[config.mk]
export PLATFORM = sky130hd
export DESIGN_NAME = irqmc_top
export DESIGN_NICKNAME = d
export VERILOG_FILES = /design/src/rtl/irqmc_pkg.sv /design/src/rtl/irqmc_ctrl.sv /design/src/rtl/irqmc_datapath.sv /design/src/rtl/irqmc_top.sv
export SDC_FILE = /design/constraint.sdc
export NUM_CORES = 1
export LEC_CHECK = 0
export BUFFER_PORTS_ARGS = -buffer_cell sky130_fd_sc_hd__buf_2
export CORE_MARGIN = 1
export CORE_UTILIZATION = 35
export CTS_CLUSTER_SIZE = 16
export DETAILED_ROUTE_END_ITERATION = 10
export MAX_ROUTING_LAYER = met4
export PLACE_DENSITY = 0.66
export SETUP_SLACK_MARGIN = 0.02
export SLEW_MARGIN = 25
export SYNTH_ARGS = -nofsm -noshare
export SYNTH_HDL_FRONTEND = slang
export SYNTH_SLANG_ARGS = --single-unit
[constraint.sdc]
create_clock -name clk -period 5.3 [get_ports clk]
set_input_delay 0.795 -clock clk [delete_from_list [all_inputs] [get_ports clk]]
set_output_delay 0.795 -clock clk [all_outputs]
set_load 0.05 [all_outputs]
[src/rtl/irqmc_pkg.sv]
package irqmc_pkg;
  localparam int SRC_W     = 32;
  localparam int LVL_W     = 4;
  localparam int MAX_CPU   = 4;
  localparam int CPU_IDX_W = $clog2(MAX_CPU);
  localparam int ADDR_W    = 5;
  localparam int SOFT_N    = 15;
  localparam int SOFT_BASE = 16;
  localparam int MASK_ALL  = 31;
  localparam int ERR_LO    = 27;
  localparam int ERR_HI    = 30;
  localparam int TICK_BIT  = 7;
  localparam logic [LVL_W-1:0] TICK_LVL = 4'd14;
  localparam logic [LVL_W-1:0] ERR_LVL  = 4'd15;

  localparam logic [ADDR_W-1:0] A_GPEND = 5'd0;
  localparam logic [ADDR_W-1:0] A_MASK  = 5'd1;
  localparam logic [ADDR_W-1:0] A_MCLR  = 5'd2;
  localparam logic [ADDR_W-1:0] A_MSET  = 5'd3;
  localparam logic [ADDR_W-1:0] A_TGT   = 5'd4;

  typedef enum logic [2:0] {RD_NONE, RD_GPEND, RD_MASK, RD_TGT, RD_CPEND} rd_sel_e;

  typedef struct packed {
    logic                 maskSet;
    logic                 maskClr;
    logic                 tgtWr;
    logic [MAX_CPU-1:0]   softSet;
    logic [MAX_CPU-1:0]   softClr;
    rd_sel_e              rdSel;
    logic [CPU_IDX_W-1:0] rdCpu;
  } strobe_t;

  // fixed device-bit to level table
  function automatic logic [LVL_W-1:0] srcLevel(input int b);
    case (b)
      0, 7:           return 4'd2;
      1, 8:           return 4'd3;
      2, 9:           return 4'd5;
      3, 10:          return 4'd7;
      4, 11:          return 4'd9;
      5, 12:          return 4'd11;
      6, 13:          return 4'd13;
      14, 15:         return 4'd12;
      16:             return 4'd6;
      17:             return 4'd13;
      18:             return 4'd4;
      19:             return 4'd10;
      20:             return 4'd8;
      21:             return 4'd9;
      22:             return 4'd11;
      27, 28, 29, 30: return 4'd15;
      default:        return 4'd0;
    endcase
  endfunction
endpackage

[src/rtl/irqmc_ctrl.sv]
module irqmc_ctrl
  import irqmc_pkg::*;
#(
  parameter int NUM_CPU = 4
) (
  input  logic              regWe,
  input  logic [ADDR_W-1:0] regAddr,
  output strobe_t           st
);
  logic [CPU_IDX_W-1:0] slotCpu;
  logic [1:0]           slotReg;

  assign slotCpu = regAddr[2 +: CPU_IDX_W];
  assign slotReg = regAddr[1:0];

  always_comb begin
    st       = '0;
    st.rdSel = RD_NONE;
    if (regAddr[ADDR_W-1]) begin
      if (int'(slotCpu) < NUM_CPU) begin
        case (slotReg)
          2'd0:    st.rdSel = RD_CPEND;
          2'd1:    st.softClr[slotCpu] = regWe;
          2'd2:    st.softSet[slotCpu] = regWe;
          default: st.rdSel = RD_NONE;
        endcase
        st.rdCpu = slotCpu;
      end
    end else begin
      case (regAddr)
        A_GPEND: st.rdSel   = RD_GPEND;
        A_MASK:  st.rdSel   = RD_MASK;
        A_MCLR:  st.maskClr = regWe;
        A_MSET:  st.maskSet = regWe;
        A_TGT: begin
          st.rdSel = RD_TGT;
          st.tgtWr = regWe;
        end
        default: st.rdSel = RD_NONE;
      endcase
    end
  end
endmodule

[src/rtl/irqmc_datapath.sv]
module irqmc_datapath
  import irqmc_pkg::*;
#(
  parameter int NUM_CPU = 4
) (
  input  logic                     clk,
  input  logic                     rstN,
  input  logic [SRC_W-1:0]         devIrq,
  input  logic [NUM_CPU-1:0]       cpuTick,
  input  logic [SRC_W-1:0]         regWdata,
  input  strobe_t                  st,
  output logic [SRC_W-1:0]         regRdata,
  output logic [NUM_CPU*LVL_W-1:0] cpuLevel,
  output logic [SRC_W-1:0]         maskQ,
  output logic [CPU_IDX_W-1:0]     tgtQ,
  output logic [SRC_W-1:0]         srcQ
);
  logic [NUM_CPU-1:0]   tickQ;
  logic [SOFT_N-1:0]    softQ  [NUM_CPU];
  logic [LVL_W-1:0]     levelQ [NUM_CPU];
  logic [LVL_W-1:0]     lvlNext[NUM_CPU];
  logic [LVL_W-1:0]     devLvl;
  logic                 errAny;
  logic                 gateOpen;
  logic                 tickOpen;
  logic [SOFT_N-1:0]    wSoft;

  assign wSoft    = regWdata[SOFT_BASE+1 +: SOFT_N];
  assign gateOpen = ~maskQ[MASK_ALL];
  assign tickOpen = gateOpen & ~maskQ[TICK_BIT];
  assign errAny   = gateOpen & (|(srcQ[ERR_HI:ERR_LO] & ~maskQ[ERR_HI:ERR_LO]));

  // sampling and mask / target state
  always_ff @(posedge clk or negedge rstN) begin
    if (!rstN) begin
      srcQ  <= '0;
      tickQ <= '0;
      maskQ <= '1;
      tgtQ  <= '0;
    end else begin
      srcQ  <= devIrq;
      tickQ <= cpuTick;
      if (st.maskSet) maskQ <= maskQ | regWdata;
      else if (st.maskClr) maskQ <= maskQ & ~regWdata;
      if (st.tgtWr) tgtQ <= regWdata[CPU_IDX_W-1:0];
    end
  end

  // per-cpu software interrupt state
  always_ff @(posedge clk or negedge rstN) begin
    if (!rstN) begin
      for (int c = 0; c < NUM_CPU; c++) softQ[c] <= '0;
    end else begin
      for (int c = 0; c < NUM_CPU; c++) begin
        if (st.softSet[c]) softQ[c] <= softQ[c] | wSoft;
        else if (st.softClr[c]) softQ[c] <= softQ[c] & ~wSoft;
      end
    end
  end

  // highest targeted device level (errors handled as broadcast)
  always_comb begin
    devLvl = '0;
    for (int b = 0; b < SRC_W; b++) begin
      if (srcQ[b] && !maskQ[b] && gateOpen && !(b >= ERR_LO && b <= ERR_HI)
          && srcLevel(b) > devLvl)
        devLvl = srcLevel(b);
    end
  end

  always_comb begin
    for (int c = 0; c < NUM_CPU; c++) begin
      lvlNext[c] = '0;
      for (int n = 1; n <= SOFT_N; n++)
        if (softQ[c][n-1]) lvlNext[c] = LVL_W'(n);
      if (tgtQ == CPU_IDX_W'(c) && devLvl > lvlNext[c]) lvlNext[c] = devLvl;
      if (tickQ[c] && tickOpen && TICK_LVL > lvlNext[c]) lvlNext[c] = TICK_LVL;
      if (errAny) lvlNext[c] = ERR_LVL;
    end
  end

  always_ff @(posedge clk or negedge rstN) begin
    if (!rstN) begin
      for (int c = 0; c < NUM_CPU; c++) levelQ[c] <= '0;
    end else begin
      for (int c = 0; c < NUM_CPU; c++) levelQ[c] <= lvlNext[c];
    end
  end

  for (genvar c = 0; c < NUM_CPU; c++) begin : g_out
    assign cpuLevel[c*LVL_W +: LVL_W] = levelQ[c];
  end

  always_comb begin
    regRdata = '0;
    case (st.rdSel)
      RD_GPEND: regRdata = srcQ;
      RD_MASK:  regRdata = maskQ;
      RD_TGT:   regRdata[CPU_IDX_W-1:0] = tgtQ;
      RD_CPEND: begin
        regRdata[SOFT_BASE+1 +: SOFT_N] = softQ[st.rdCpu];
        regRdata[TICK_BIT]              = tickQ[st.rdCpu];
      end
      default:  regRdata = '0;
    endcase
  end
endmodule

[src/rtl/irqmc_top.sv]
module irqmc_top
  import irqmc_pkg::*;
#(
  parameter int NUM_CPU = 4
) (
  input  logic                     clk,
  input  logic                     rstN,
  input  logic [SRC_W-1:0]         devIrq,
  input  logic [NUM_CPU-1:0]       cpuTick,
  input  logic                     regWe,
  input  logic [ADDR_W-1:0]        regAddr,
  input  logic [SRC_W-1:0]         regWdata,
  output logic [SRC_W-1:0]         regRdata,
  output logic [NUM_CPU*LVL_W-1:0] cpuLevel
);
  strobe_t              st;
  logic [SRC_W-1:0]     maskQ;
  logic [CPU_IDX_W-1:0] tgtQ;
  logic [SRC_W-1:0]     srcQ;

  irqmc_ctrl #(.NUM_CPU(NUM_CPU)) u_ctrl (
    .regWe   (regWe),
    .regAddr (regAddr),
    .st      (st)
  );

  irqmc_datapath #(.NUM_CPU(NUM_CPU)) u_dp (
    .clk      (clk),
    .rstN     (rstN),
    .devIrq   (devIrq),
    .cpuTick  (cpuTick),
    .regWdata (regWdata),
    .st       (st),
    .regRdata (regRdata),
    .cpuLevel (cpuLevel),
    .maskQ    (maskQ),
    .tgtQ     (tgtQ),
    .srcQ     (srcQ)
  );
endmodule

==> impl_results.md, run 1 <==
- Status: finished, final reports clean
- FF+latch count, synth: 146
- Lkg Pwr: 4.13 nW
- DR vias: around 6,700
- Starting density of the core: 0.360
- Fin crit share: 0.864
- Top cells by count, synth: nand2_1 (121), dfrtp_1 (114), a22o_1 (74)
- Max_cap viols: 0
- Die Span Y: 153 µm
- Global placer's final weighted congestion: 0.885
- Post-cts resize count: 0
- Ys async rst share: 1.00
- Largest net degree at the start of global routing: 106
- YS warnings: 0
- Mean Syn Cell Area: 9.93 µm²
- IO buf count: 123
- Combinational share of power: 0.296
- Worst EP required: 5590 ps
- PwrDens: 417 mW/mm²
- Clk sink count: 146
- Slowest-stage cell, CP: a21boi_1
- Most common cell in the netlist: nand2_1
- Final ANT Viol Nets: 0
- Fmax: ~220 MHz
- Synth area leaders: dfrtp_1 (36%), dfstp_2 (11%), a22o_1 (8.1%)
- Max transition margin: 0.312
- Initial antenna violation count: 3
- Cell mode on critical path: or4_1
- GRT Total Usage: 0.207
- Util after Layout: 0.428
- Drt wl/cell: between 15 and 20 µm
- Htree depth: 4
- Hpwl dp: 16,600 µm
- Post-synth EDFFs: 0
- Final Critical Period: 4580 ps
- Detailed Route Iter0 Violations: 653
- Slew @ Worst Pin: slightly above 1000 ps
- Critical path type: reg -> reg
- Critical path capture point type: flip-flop
- Finish-stage setup viols: 0
- Max Slew Vio Count: 0
- Clk pwr share: 0.319
- WP buf/inv: 1
- VDD IR-drop max: 0.000171 V
- Share of the synthesized area in the top cell type: 0.358
- Seq/Total Area, Yosys: 0.464
- Longest Clk Path Bufs: 2
- Flop pwr share: 0.385
- Startpoint Class: flip-flop
- CP arrival: slightly below 5000 ps
- Final setup TNS: 0 ps
- Die Wd: between 150 and 200 µm
- Clock slew seen by the registers of the worst setup and hold paths: 60 ps
- Mapped Area: 0.00796 mm²
- Count of different cell masters after synthesis: 67
- Post-synth top flop: dfrtp_1
- Clk_lat worst skew: between 400 and 500 ps
- Clk root buf: clkbuf_16
- Hold buffer count at CTS: 0
- Hold Vio Cnt, Final: 0
- Layout Skew: approximately 7.6 ps
- First-pass GRT wire length: 36,500 µm
- Unrepaired setup endpoints after global routing: false
- Synth-to-layout area growth: 18.8%
- GR Overflow Total: 0
- Syn Nets: 894
- Num CTS Buffers: 17
- Internal power: 2.58 mW
- Core ar.: 0.0221 mm²
- Row cnt: 54
- Pre-Repair DR Iteration Count: 5
- WL final: 23,100 µm
- Residual DRC: 0
- TritonCTS clock tree: built
- Total die area: 0.0234 mm²
- Hold Crit Class: in -> reg
- Post-Syn Instances: 802
- Crit path max-delay family: simple AND/OR/NAND/NOR gates
- CP Max Fanout: 8
- Net switching power: roughly 1.4 mW
- Layout cell share with drive strength beyond 1: 0.267
- Post-CTS Setup Inserts: 0
- Vias in the first global route: 6,505
- Switching share of power: 0.346
- Routed vias/inst: 5.62
- Critical Path Max Stage Delay: 720 ps
- Post-layout nets: 997
- Cells along the critical path: nor2b_1 -> or4_1 -> or4_4 -> o21ai_2 -> o21ai_0 -> a21boi_1 -> ha_1 -> and4_1 -> nor4_1 -> buf_4 -> a2111oi_0 -> or4_1
- I/O Pins: roughly 120
- Largest area contributor in the netlist: dfrtp_1
==> worst paths after layout <==
kind	start	cells past startpoint	slack, ps	end
worst max-delay path	flip-flop	12	720	u_dp.cpuLevel[0]
worst min-delay path	devIrq[21]	1	470	u_dp.srcQ[21]
worst max register to register	flip-flop	12	720	u_dp.cpuLevel[0]
worst min register to register	flip-flop	1	530	flip-flop
max in group asynchronous	rstN	2	3710	async pin
min in group asynchronous	rstN	1	480	u_dp.srcQ[7]
==> cells in the final DEF (no fill, tap or decap), drive strengths merged, types with 14 or more instances in the layout <==
cell type	netlist	routed
nor2	37	37
nand2b	19	19
nor3	29	29
nor2b	31	31
a211oi	35	35
buf	4	136
nand2	121	121
o21ai	14	14
mux2i	21	21
dfstp	32	32
ha	16	16
mux2	34	34
a21oi	22	22
inv	24	26
a221o	17	17
a22o	74	74
dfrtp	114	114
clkbuf	49	22
==> kinds of logic (layout without fill, tap and decap cells) <==
family / count (synthesis) / in the layout / share of synthesized area
and+or+nand+nor: 281 / 281 / 0.170
buffers and inverters: 77 / 193 / 0.0374
other: 0 / 3 / 0
xor gates and xnor gates: 1 / 1 / 0.00110
AOI/OAI and AO/OA: 226 / 226 / 0.228
muxes: 55 / 55 / 0.0745
adders and majority gates: 16 / 16 / 0.0251
DFF: 146 / 146 / 0.464
==> metal layers <==
layer | track usage | part of all wire | wire length (µm)
met1 | 0.275 | 0.46 | 10700
met2 | 0.316 | 0.47 | 10800
met3 | 0.0428 | 0.049 | 1140
met4 | 0.0669 | 0.020 | 464
met5 | - | 0 | 0
==> power by group through the flow <==
stage / sequential, mW / combinational, mW / clock [mW]
6_report: 1.52 / 1.17 / 1.26
2_1_floorplan: 1.59 / 0.751 / 0
3_5_place_dp: 1.54 / 1.15 / 0
5_1_grt: 1.55 / 1.28 / 1.33
4_1_cts: 1.52 / 1.16 / 1.28
3_3_place_gp: 1.53 / 1.13 / 0
==> area by class of cell <==
cell class	instances	area [µm²]
Clock buffer	21	460
Sequential cell	146	3690
Tap cell	280	350
Clock inverter	11	153
Fill cell	2104	12600
Inverter	24	90.1
Multi-Input combinational cell	579	3980
Antenna cell	3	7.51
Timing Repair Buffer	137	729
==> per-stage QoR <==
step | power (mW) | setup WS [ps] | cells | instance area [µm²] | hold slack (ps)
floorplan | 2.34 | 1070 | 802 | 7960 | 480
global placement | 2.66 | 1010 | 1166 | 8840 | 509
detailed placement | 2.69 | 838 | 1166 | 8840 | 505
CTS | 3.95 | 816 | 1198 | 9450 | 461
global route | 4.17 | 610 | 1201 | 9460 | 453
finish | 3.95 | 720 | 1201 | 9460 | 474
(Power assumes the default switching activity.)
==> run 2, diff against run 1 <==
Settings changed: BUFFER_PORTS_ARGS -buffer_cell sky130_fd_sc_hd__buf_2 to -buffer_cell sky130_fd_sc_hd__clkbuf_2.
==> run 2 against run 1 <==
Against the previous run:
- highest routed layer unchanged
- routed wire length is 1.2% lower
- die area unchanged
- sequential share of layout area hardly changed
- sequential power is essentially flat
- global-route usage shrank 0.16 points
- final cell count is essentially flat
- setup slack improved by 65 ps
- clock-buffer cell count decreased by 1
- power fell by 0.88%
- via count up 0.62%
- non-clock buffer count grew 1
- clock skew increased by 1.0 ps
==> impl_results.md, run 2 (synthesis gave the netlist of run 1 again) <==
- Area of the multi-input gates: 0.00399 mm² (+0.19%)
- Synth-to-layout area growth: 18.7% (about the same)
- Commonest non-fill, non-tap cell in the layout: clkbuf_2
- Max Slew Vio Count: 0 (unchanged)
- Commonest non-fill, non-tap cells in the layout: clkbuf_2 (122), nand2_1 (120), dfrtp_1 (114)
- Longest Clk Path Bufs: 2 (unchanged)
- CP Max Fanout: 8 (unchanged)
- Slew @ Worst Pin: 999 ps (-33.2 ps)
- Starting density of the core: 0.360 (unchanged)
- Final Critical Period: 4520 ps (-65.0 ps)
- Pre-CTS WS: 890 ps (+52.7 ps)
- WHS: 451 ps (-23.2 ps)
- Critical path type: reg -> reg
- Initial antenna violation count: 1 (-2)
- Clock slew seen by the registers of the worst setup and hold paths: 60 ps (about the same)
- DR vias: 6,788 (+0.62%)
- Hold Crit Class: in -> async
- Total die area: 0.0234 mm² (unchanged)
- Post-layout nets: 998 (+0.10%)
- Layout Skew: 8.61 ps (+1.05 ps)
- Vias in the first global route: 6,514 (+0.14%)
- Post-cts resize count: 0 (unchanged)
- Num CTS Buffers: 17 (unchanged)
- GR Util met3: 0.0386 (-0.00425)
- Max transition margin: 0.334 (+0.0222)
- Htree depth: 4 (unchanged)
- WL final: 22,900 µm (-1.2%)
- VDD IR-drop max: 0.000208 V (+22%)
- Routed vias/inst: 5.66 (+0.71%)
- Cell mode on critical path: or4_1
- M1 GR Usage: 0.276 (+0.000888)
- Final WS setup: 785 ps (+65.0 ps)
- Worst EP required: 5600 ps (about the same)
- Unrepaired setup endpoints after global routing: false
- Clk sink count: 146 (unchanged)
- Die Wd: 153 µm (unchanged)
- Residual DRC: 0 (unchanged)
- Hold Vio Cnt, Final: 0 (unchanged)
- Final ANT Viol Nets: 0 (unchanged)
- Fmax: 221 MHz (+1.4%)
- Critical Path Max Stage Delay: 770 ps (+50 ps)
- Layout cell share with drive strength beyond 1: 0.269 (+0.00189)
- Lkg Pwr: 4.13 nW (-0.12%)
- Final setup TNS: 0 ps (unchanged)
- Slowest-stage cell, CP: a21boi_1
- First-pass GRT wire length: 36,300 µm (-0.53%)
- Hpwl dp: 16,500 µm (-0.94%)
- Max_cap viols: 0 (unchanged)
- I/O Pins: 124 (unchanged)
- Status: finished, final reports clean
- TritonCTS clock tree: built
- PwrDens: 414 mW/mm² (-0.80%)
- Gr busiest metal: met2
- Drt wl/cell: 19.1 µm (-1.1%)
- Largest net degree at the start of global routing: 106 (unchanged)
- Clk root buf: clkbuf_16
- GRT Total Usage: 0.206 (-0.00158)
- Core ar.: 0.0221 mm² (unchanged)
- Die Span Y: 153 µm (unchanged)
- IO buf count: 123 (unchanged)
- Clk_lat worst skew: 430 ps (about the same)
- Row cnt: 54 (unchanged)
- FILL cells: 2,104 (unchanged)
- Finish-stage setup viols: 0 (unchanged)
- Cells along the critical path: nor2b_1 -> or4_1 -> or4_4 -> o21ai_2 -> o21ai_0 -> a21boi_1 -> ha_1 -> and4_1 -> nor4_1 -> buf_4 -> a2111oi_0 -> or4_1
- Fin crit share: 0.852 (-0.0123)
- GR Overflow Total: 0 (unchanged)
- Pre-Repair DR Iteration Count: 5 (unchanged)
- CP arrival: 4820 ps (-50 ps)
- M2 GR Usage: 0.315 (-0.000874)
- Global placer's final weighted congestion: 0.871 (-1.6%)
- Critical path capture point type: flip-flop
- Sequential Area: 0.00369 mm² (unchanged)
- Startpoint Class: flip-flop
- Hold buffer count at CTS: 0 (unchanged)
- Detailed Route Iter0 Violations: 522 (-20%)
- Post-CTS Setup Inserts: 0 (unchanged)
==> run 2: cell count changes in the layout (fill, tap and decap cells not counted) <==
cell / delta
diode_2: -2
nand2_1: -1
clkinvlp_4: +2
nand2_2: +1
clkbuf_1: +1
nor3_1: -1
buf_2: -122
clkbuf_2: +122
nor3_2: +1
buf_4: +1
inv_6: -1
clkbuf_8: -2
==> run 2: final timing paths <==
check	slack [ps]	cells after the start	from	end
setup / recovery	780	12	flip-flop	u_dp.cpuLevel[0]
hold / removal	450	1	rstN	u_dp.srcQ[7]
setup reg to reg	780	12	flip-flop	u_dp.cpuLevel[0]
hold reg to reg	530	1	flip-flop	flip-flop
max in group asynchronous	3670	2	rstN	async pin
min in group clk	470	1	devIrq[20]	u_dp.srcQ[20]
==> run 2: metal layers <==
metal  routed length [µm]  vias to the layer above  part of all wire
li1                     -                     3181                 -
met1                10700                     3359              0.47
met2                10700                      220              0.47
met3                 1150                       28             0.050
met4                  308                        0             0.013
met5                    0                        -                 0
==> run 2: layout make-up <==
cell class                 instances  area share
timing repair buffer             138      0.0779
clock buffer                      20      0.0462
sequential                       146       0.391
clock inverter                    12      0.0168
tap                              280      0.0370
inverter                          24     0.00953
antenna                            1    0.000265
multi-input combinational        579       0.422
==> run 2: critical path: cells and delay by family, from the launching register on <==
family / cells / cell delay (ps)
adders and majority gates: 1 / 390
buffers and inverters: 1 / 200
and+or+nand+nor: 6 / 2160
DFF: 1 / 540
AOI/OAI and AO/OA: 4 / 1080
==> run 2: where the power goes <==
part | total, mW | switching, mW | internal [mW]
logic | 1.16 | 0.686 | 0.478
clock network | 1.23 | 0.485 | 0.741
registers | 1.52 | 0.189 | 1.33
==> run 2: through the flow <==
stage | std cells | power [mW] | area (µm²) | util
floorplan | 802 | 2.34 | 7960 | -
global placement | 1167 | 2.66 | 8840 | 0.400
detailed placement | 1167 | 2.69 | 8840 | 0.400
global route | 1200 | 4.13 | 9460 | 0.428
CTS | 1199 | 3.93 | 9440 | 0.427
finish | 1200 | 3.91 | 9460 | 0.428
==> run 3, diff against run 2 <==
Settings changed: CELL_PAD_IN_SITES_DETAIL_PLACEMENT from default to 1, CELL_PAD_IN_SITES_GLOBAL_PLACEMENT from default to 1, PLACE_DENSITY 0.66 to default, PLACE_DENSITY_LB_ADDON from default to 0.1.
==> run 3 against run 2 <==
Against the previous run:
- clock-buffer cell count down 3
- sequential power about the same
- die area stayed put
- first-iteration DRC count decreased by 31%
- clock skew increased by 2.8 ps
- cell area up 0.16%
- setup slack better by 280 ps
- highest routed layer unchanged
- routed wire length grew 12%
- final cell count about the same
- global-route usage is 3.0 points higher
- register-to-register slack improved by 280 ps
==> impl_results.md, run 3 (synthesis gave the netlist of run 1 again) <==
- Cells along the critical path: nor2b_1 -> or4_1 -> or4_4 -> o21ai_2 -> o211ai_1 -> o211ai_1 -> buf_4 -> ha_1 -> nor2b_1 -> o21a_1 -> o21a_1 -> o2111ai_1 -> o311ai_0 -> o21ai_0 -> nand2_1
- Finished Layout Cells: 1,201 (+0.083%)
- Max_cap viols: 0 (unchanged)
- Row cnt: 54 (unchanged)
- Commonest non-fill, non-tap cell in the layout: clkbuf_2
- Commonest non-fill, non-tap cells in the layout: clkbuf_2 (122), nand2_1 (120), dfrtp_1 (114)
- Core ar.: 0.0221 mm² (unchanged)
- Global placer's final weighted congestion: 0.852 (-2.2%)
- I/O Pins: 124 (unchanged)
- Detailed Route Iter0 Violations: 362 (-31%)
- PwrDens: 420 mW/mm² (+1.4%)
- Die Wd: 153 µm (unchanged)
- Finish-stage setup viols: 0 (unchanged)
- Lkg Pwr: 4.17 nW (+0.89%)
- Residual DRC: 0 (unchanged)
- Post-cts resize count: 0 (unchanged)
- Max Slew Vio Count: 0 (unchanged)
- Starting density of the core: 0.360 (unchanged)
- Hold Crit Class: in -> async
- Pre-Repair DR Iteration Count: 5 (unchanged)
- Area of the multi-input gates: 0.00398 mm² (-0.19%)
- CP Max Fanout: 8 (unchanged)
- Final Critical Period: 4230 ps (-282 ps)
- Startpoint Class: flip-flop
- Initial antenna violation count: 0 (-1)
- Vias in the first global route: 6,961 (+6.9%)
- CP arrival: 4540 ps (-280 ps)
- Fmax: 236 MHz (+6.7%)
- Num CTS Buffers: 17 (unchanged)
- Clk sink count: 146 (unchanged)
- Clk root buf: clkbuf_16
- WL final: 25,700 µm (+12%)
- Critical path capture point type: flip-flop
- Slowest-stage cell, CP: or4_1
- Clock slew seen by the registers of the worst setup and hold paths: 70 ps (about the same)
- Fin crit share: 0.799 (-0.0532)
- Synth-to-layout area growth: 18.9%
- Hold buffer count at CTS: 0 (unchanged)
- Hold Vio Cnt, Final: 0 (unchanged)
- Total die area: 0.0234 mm² (unchanged)
- Slew @ Worst Pin: 1040 ps (+40.5 ps)
- GR Overflow Total: 0 (unchanged)
- Sequential Area: 0.00369 mm² (unchanged)
- Routed vias/inst: 5.58 (-1.3%)
- Final setup TNS: 0 ps (unchanged)
- Critical Path Max Stage Delay: 620 ps (-150 ps)
- GRT Total Usage: 0.236 (+0.0301)
- Hpwl dp: 19,000 µm (+15%)
- Drt wl/cell: 21.4 µm (+12%)
- Critical path type: reg -> reg
- Layout Skew: 11.4 ps (+2.78 ps)
- Status: finished, final reports clean
- Worst EP required: 5610 ps (about the same)
- Htree depth: 4 (unchanged)
- Max transition margin: 0.304 (-0.0296)
- # diodes: 0 (-1)
- First-pass GRT wire length: 40,800 µm (+12%)
- Largest net degree at the start of global routing: 99 (-6.6%)
- Post-layout nets: 1,000 (+0.20%)
- Unrepaired setup endpoints after global routing: false
- IO buf count: 123 (unchanged)
- Clk_lat worst skew: 430 ps (about the same)
- Post-CTS Setup Inserts: 0 (unchanged)
- Die Span Y: 153 µm (unchanged)
- TritonCTS clock tree: built
- VDD IR-drop max: 0.000202 V (-2.5%)
- FILL cells: 2,536 (+21%)
- Longest Clk Path Bufs: 2 (unchanged)
- DR vias: 6,707 (-1.2%)
- Layout cell share with drive strength beyond 1: 0.271 (+0.00267)
- Post-Place Cells: 1,169 (+0.17%)
- Final ANT Viol Nets: 0 (unchanged)
==> run 3: cell count changes in the layout (fill, tap and decap cells not counted), sizes merged <==
| cell | change |
|---|---|
| clkinvlp | -5 |
| clkinv | -1 |
| clkbuf | -3 |
| diode | -1 |
| inv | +11 |
| buf | +2 |
| bufinv | -2 |
==> run 3: critical path: cells and delay by family, from the launching register on <==
kind	cells	cell delay, ps
and+or+nand+nor	5	1460
buffers and inverters	1	210
DFF	1	550
AOI/OAI and AO/OA	8	1650
adders and majority gates	1	250
==> run 3: final timing paths <==
check                               endpoint  depth (start not counted)  slack (ps)      start
max reg2reg                u_dp.cpuLevel[14]                         15        1070  flip-flop
min reg2reg                        flip-flop                          1         540  flip-flop
min                             u_dp.srcQ[9]                          1         410       rstN
max                        u_dp.cpuLevel[14]                         15        1070  flip-flop
max in group asynchronous          async pin                          2        3610       rstN
min in group clk                u_dp.srcQ[3]                          1         460  devIrq[3]
==> run 3: layer usage <==
| metal | up-vias | global-route usage | part of all wire |
|---|---|---|---|
| li1 | 3172 | - | - |
| met1 | 3382 | 0.315 | 0.47 |
| met2 | 131 | 0.374 | 0.49 |
| met3 | 22 | 0.0357 | 0.026 |
| met4 | 0 | 0.0601 | 0.013 |
| met5 | - | - | 0 |
==> run 3: through the flow <==
stage                      util  setup WS [ps]  power, mW  cell area (µm²)  hold slack, ps
final                     0.429           1070       3.98             9470             410
after global routing      0.429            689       4.21             9470             434
after CTS                 0.428           1050       4.01             9460             440
after detailed placement  0.401           1060       2.75             8860             523
after global placement    0.401           1240       2.69             8860             519
after floorplan               -           1070       2.34             7960             480
==> run 3: final cells by class <==
cell class / count / area share
clock buffers: 17 / 0.0449
clock inverters: 15 / 0.0190
multi-input cells: 579 / 0.420
flip-flops and latches: 146 / 0.390
well taps: 280 / 0.0370
repair buffers: 140 / 0.0794
inverters: 24 / 0.00951
==> run 3: power breakdown <==
part           internal, mW  switching, mW  leakage [nW]
logic                 0.488          0.717          2.16
registers              1.33          0.194          1.71
clock network         0.682          0.562         0.301
